==> src/rtl/fsc_pkg.sv <==
package fsc_pkg;
  typedef enum logic [3:0] {
    ST_INIT   = 4'h1,
    ST_PREOP  = 4'h2,
    ST_BOOT   = 4'h3,
    ST_SAFEOP = 4'h4,
    ST_OP     = 4'h8
  } ap_state_e;

  typedef enum logic [3:0] {
    ERR_NONE       = 4'h0,
    ERR_ILLEGAL    = 4'h1,
    ERR_CONFIG     = 4'h2,
    ERR_NO_OUTPUTS = 4'h3
  } ap_err_e;

  typedef struct packed {
    logic      accept;
    ap_err_e   code;
    ap_state_e next;
  } ap_verdict_t;
endpackage

==> src/rtl/ap_trans_judge.sv <==
module ap_trans_judge
  import fsc_pkg::*;
(
  input  ap_state_e   cur,
  input  logic [3:0]  req_code,
  input  logic        chan_cfg_ok,
  input  logic        clk_sync_en,
  input  logic        clk_cfg_ok,
  input  logic        out_data_ok,
  output ap_verdict_t verdict
);
  logic      known;
  logic      ok;
  ap_err_e   why;
  ap_state_e want;

  always_comb begin
    case (req_code)
      4'h1, 4'h2, 4'h3, 4'h4, 4'h8: known = 1'b1;
      default:                      known = 1'b0;
    endcase
    want = ap_state_e'(req_code);
    ok   = 1'b0;
    why  = ERR_ILLEGAL;
    if (known) begin
      if (want == cur) begin
        ok = 1'b1;
      end else begin
        case (want)
          ST_INIT:  ok = 1'b1;
          ST_PREOP: ok = (cur == ST_INIT) || (cur == ST_SAFEOP) || (cur == ST_OP);
          ST_BOOT:  ok = (cur == ST_INIT);
          ST_SAFEOP: begin
            if (cur == ST_OP) ok = 1'b1;
            else if (cur == ST_PREOP) begin
              ok  = chan_cfg_ok && (!clk_sync_en || clk_cfg_ok);
              why = ERR_CONFIG;
            end
          end
          ST_OP: begin
            if (cur == ST_SAFEOP) begin
              ok  = out_data_ok;
              why = ERR_NO_OUTPUTS;
            end
          end
          default: ok = 1'b0;
        endcase
      end
    end
    verdict.accept = ok;
    verdict.code   = ok ? ERR_NONE : why;
    verdict.next   = ok ? want : cur;
  end
endmodule

==> src/rtl/ap_state_keeper.sv <==
module ap_state_keeper
  import fsc_pkg::*;
(
  input  logic        clk,
  input  logic        rst_n,
  input  logic        req_valid,
  input  ap_verdict_t verdict,
  output ap_state_e   state,
  output logic        ack,
  output logic        err,
  output ap_err_e     err_code,
  output logic        snap_load
);
  assign snap_load = req_valid && verdict.accept &&
                     (state == ST_PREOP) && (verdict.next == ST_SAFEOP);

  always_ff @(posedge clk) begin
    if (!rst_n) begin
      state    <= ST_INIT;
      ack      <= 1'b0;
      err      <= 1'b0;
      err_code <= ERR_NONE;
    end else begin
      ack <= req_valid;
      if (req_valid) begin
        state    <= verdict.next;
        err      <= !verdict.accept;
        err_code <= verdict.code;
      end
    end
  end
endmodule

==> src/rtl/ap_data_gate.sv <==
module ap_data_gate
  import fsc_pkg::*;
#(
  parameter int         DW        = 16,
  parameter int         TW        = 4,
  parameter logic [3:0] FILE_TYPE = 4'h4
) (
  input  logic          clk,
  input  logic          rst_n,
  input  ap_state_e     state,
  input  logic          snap_load,
  input  logic          wdog_en,
  input  logic [TW-1:0] mbx_type,
  input  logic [DW-1:0] in_word,
  input  logic [DW-1:0] master_word,
  output logic          mbx_en,
  output logic          pd_en,
  output logic [DW-1:0] in_snap,
  output logic [DW-1:0] out_word
);
  logic live_pd;
  logic drive_out;

  assign live_pd   = (state == ST_SAFEOP) || (state == ST_OP);
  assign drive_out = (state == ST_OP) || ((state == ST_SAFEOP) && !wdog_en);
  assign pd_en     = live_pd;
  assign out_word  = drive_out ? master_word : '0;

  always_comb begin
    case (state)
      ST_INIT: mbx_en = 1'b0;
      ST_BOOT: mbx_en = (mbx_type == TW'(FILE_TYPE));
      default: mbx_en = 1'b1;
    endcase
  end

  always_ff @(posedge clk) begin
    if (!rst_n)                    in_snap <= '0;
    else if (snap_load || live_pd) in_snap <= in_word;
  end
endmodule

==> src/rtl/slave_state_ctrl.sv <==
module slave_state_ctrl
  import fsc_pkg::*;
#(
  parameter int         DW        = 16,
  parameter logic [3:0] FILE_TYPE = 4'h4
) (
  input  logic          clk,
  input  logic          rst_n,
  input  logic          req_valid,
  input  logic [3:0]    req_state,
  input  logic          chan_cfg_ok,
  input  logic          clk_sync_en,
  input  logic          clk_cfg_ok,
  input  logic          wdog_en,
  input  logic          out_data_ok,
  input  logic [3:0]    mbx_type,
  input  logic [DW-1:0] in_word,
  input  logic [DW-1:0] master_word,
  output logic [3:0]    cur_state,
  output logic          ack,
  output logic          err,
  output logic [3:0]    err_code,
  output logic          mbx_en,
  output logic          pd_en,
  output logic [DW-1:0] in_snap,
  output logic [DW-1:0] out_word
);
  ap_state_e   state;
  ap_verdict_t verdict;
  ap_err_e     code;
  logic        snap_load;

  ap_trans_judge u_judge (
    .cur(state), .req_code(req_state), .chan_cfg_ok(chan_cfg_ok),
    .clk_sync_en(clk_sync_en), .clk_cfg_ok(clk_cfg_ok),
    .out_data_ok(out_data_ok), .verdict(verdict)
  );

  ap_state_keeper u_keeper (
    .clk(clk), .rst_n(rst_n), .req_valid(req_valid), .verdict(verdict),
    .state(state), .ack(ack), .err(err), .err_code(code),
    .snap_load(snap_load)
  );

  ap_data_gate #(.DW(DW), .TW(4), .FILE_TYPE(FILE_TYPE)) u_gate (
    .clk(clk), .rst_n(rst_n), .state(state), .snap_load(snap_load),
    .wdog_en(wdog_en), .mbx_type(mbx_type), .in_word(in_word),
    .master_word(master_word), .mbx_en(mbx_en), .pd_en(pd_en),
    .in_snap(in_snap), .out_word(out_word)
  );

  assign cur_state = state;
  assign err_code  = code;
endmodule

==> config.mk <==
export PLATFORM = sky130hd
export DESIGN_NAME = slave_state_ctrl
export DESIGN_NICKNAME = d
export VERILOG_FILES = /design/src/rtl/fsc_pkg.sv /design/src/rtl/ap_trans_judge.sv /design/src/rtl/ap_state_keeper.sv /design/src/rtl/ap_data_gate.sv /design/src/rtl/slave_state_ctrl.sv
export SDC_FILE = /design/constraint.sdc
export NUM_CORES = 1
export LEC_CHECK = 0
export CORE_ASPECT_RATIO = 0.8
export CORE_MARGIN = 10
export CORE_UTILIZATION = 42
export DETAILED_ROUTE_END_ITERATION = 10
export PLACE_DENSITY = 0.81
export RECOVER_POWER = 50
export SYNTH_ARGS = -nofsm -noshare
export SYNTH_HDL_FRONTEND = slang
export SYNTH_HIERARCHICAL = 1
export SYNTH_SLANG_ARGS = --single-unit
==> constraint.sdc <==
create_clock -name clk -period 3.4 [get_ports clk]
set_input_delay 0.51 -clock clk [delete_from_list [all_inputs] [get_ports clk]]
set_output_delay 0.51 -clock clk [all_outputs]
set_load 0.03 [all_outputs]
==> metrics <==
CTS Buf Count 3; first-pass GRT wire length 10200 um; Core ar. 0.00460 mm^2; Total GRT Usage 0.149; Rows 22; CTS sink cnt 26; I/O Buffers 91; commonest non-fill, non-tap cells in the layout 60 x clkdlybuf4s50_1, 26 x dlygate4sd3_1, 25 x dfxtp_1, 22 x nand2_1, 21 x buf_4; synth warn 6; met3 Usage GRT 0.0403; Worst Setup Start Kind input pin; initial antenna violation count 0; remaining global-route overflow 0; Main synth FF type dfxtp_1; CP Capture Point u_gate/in_snap[2]; crit end category register; overall die width 97.3 um; Crit path buffers/inverters 3; pre-CTS WS -0.333 ns; Leak Pwr 1.24 nW; cell area power density 292 mW/mm^2; max_cap viols 0; setup bufs post-CTS 0; commonest non-fill, non-tap cell in the layout clkdlybuf4s50_1; Area Overhead vs Synth 52.7%; Resized Gates After CTS 3; clock skew 0.00520 ns; crit path time final 3.20 ns; die span in y 81.8 um; final hold viol count 0; Worst path top cell family by delay simple AND/OR/NAND/NOR gates; Post-Syn Instances 240; share of the synthesized area in the top cell type 0.260; Hold Crit Class reg2reg; RR Startpoint u_keeper/state[2]; worst-skew pair later-pin latency 0.27 ns; fmax 0.312 GHz; Post-route DRC 0; TNS Setup 0 ns; met1 usage 0.204; Iteration-0 DRC Markers 128; Slew @ Worst Pin 1.05 ns; Hold-fix buffers, CTS 0; period utilization 0.942; Worst R2R End u_gate/in_snap[2]; post-route ant nets 0; flops & latches, synth 26; Starting Density 0.436; vias in the first global route 1929; Worst Path Required 3.54 ns; worst reg2reg setup slack 0.27 ns; largest net degree at the start of global routing 75; EDFF count, synth 0; drt pass-1 iters 4; fraction of registers with async set/reset 0; die area 0.00796 mm^2; Slew HR 0.300; CTS tree yes; ranking of synthesized cells by area dfxtp_1 26%, a41oi_1 7.0%, o311ai_0 7.0%; post-layout utilization of the core 0.666; status finished, final reports clean; DRT Wirelength 6240 um; Fin Hold WS 0.491 ns; worst setup margin 0.197 ns; routability cong. 0.890; synthesized area per cell 8.36 um^2; Layout Nets 376; Max IR drop VDD 0.211 mV; Reg clk slew, reported paths 0.09 ns; HPWL after detailed placement 4760 um; R2R depth 11; met2 Usage GRT 0.233; Worst path depth 12; H-Tree Depth 1; Bufs on Longest Clock Path 2; vias post-DR 2184; CP arrival 3.34 ns; count of cell types in the netlist 49; Boundary Pins 92; CP Cell Sequence dlygate4sd2_1 > or3_4 > nor3_4 > a32oi_2 > a31o_1 > mux2_4 > nor4b_1 > and4_1 > inv_1 > buf_12 > a41oi_1 > o311ai_0; Worst Path Class, Setup in2reg; slowest CP cell or3_4; vias per cell 5.64; GR peak layer met2; share of cells above drive strength 1 0.168; clock root buffer clkbuf_8; Slew Viols, Final 0; CP max stage delay 0.44 ns; sequential-to-total area share from yosys stat 0.260; drt wl/cell 16.1 um; RSZ-0062 raised after global routing false; count of final setup violators 0; worst-path maximum fanout 32; critical path launch point req_state[0]; Post-Syn Area 0.00201 mm^2; diodes inserted 0; dominant cell type by area after synthesis dfxtp_1
routing by layer:
metal  routed length [um]  vias to the layer above  share of wire
met4                   38                        0         0.0061
met2                 2800                       75           0.45
met5                    0                        -              0
met1                 2980                     1015           0.48
li1                     -                     1090              -
met3                  428                        4          0.069
how the worst min path moves through the flow:
| stage | start | to | slack (ns) | cells past startpoint |
|---|---|---|---|---|
| 6_report | u_keeper/err | u_keeper/err | 0.49 | 1 |
| 2_1_floorplan | rst_n | u_keeper/state[0] | 0.57 | 1 |
| 4_1_cts | u_keeper/err | u_keeper/err | 0.50 | 1 |
| 3_5_place_dp | u_keeper/err | u_keeper/err | 0.48 | 1 |
| 5_1_grt | u_keeper/err | u_keeper/err | 0.53 | 1 |
| 3_3_place_gp | u_keeper/err | u_keeper/err | 0.47 | 1 |
registers in the layout (all words and copies together), names as in the netlist:
name	count
u_keeper/ack	1
u_keeper/err_code	4
u_keeper/state	4
u_gate/in_snap	16
u_keeper/err	1
logic make-up after synthesis:
family                 count (synthesis)  synth area share
other                                  1           0.00187
AO/OA/AOI/OAI                         51             0.218
AND/OR/NAND/NOR                      112             0.344
XOR/XNOR                               6            0.0262
flip-flops                            26             0.260
buffers and inverters                 35             0.102
multiplexers                           9            0.0474
Yosys cell counts, types with 2 or more instances:
cell type,count
clkbuf_1,10
nor3_1,4
buf_2,10
nor2_1,5
nor4_1,4
nor4b_1,3
buf_6,6
nand2_1,22
a21oi_1,4
and2_2,14
dfxtp_1,26
nor2b_1,8
and2_1,5
o211a_1,2
a41oi_1,16
buf_4,4
inv_1,4
o21ai_0,2
xnor2_1,5
and3_1,16
nand4_1,18
nand3_1,2
o311ai_0,16
mux2i_1,8
a211oi_1,2
power by group:
group | switching (mW) | internal, mW
Combinational | 0.142 | 0.133
Sequential | 0.0239 | 0.338
Clock | 0.101 | 0.158
Total | 0.267 | 0.629
through the flow:
step                      area [um^2]  total power, mW  instances
after CTS                        3050            0.914        387
after detailed placement         2990            0.660        383
after global routing             3060            0.940        387
final                            3060            0.896        387
after floorplan                  2010            0.518        241
after global placement           2990            0.653        383
worst register-to-register path, cell delays in order, from the launching register on:
cell and delay (ns):
dfxtp_2 0.44, xor2_1 0.19, a22oi_1 0.12, or4_1 0.49
a31o_1 0.26, mux2_4 0.32, nor4b_1 0.28, and4_1 0.28
inv_1 0.08, buf_12 0.17, a41oi_1 0.20, o311ai_0 0.16
layout make-up:
type | instances | area, um^2
fillers | 387 | 1530
flip-flops and latches | 26 | 522
clock inverters | 1 | 30.0
repair buffers | 113 | 1080
inverters | 4 | 15.0
well taps | 60 | 75.1
clock buffers | 3 | 41.3
multi-input cells | 180 | 1300
(Power assumes the default switching activity.)
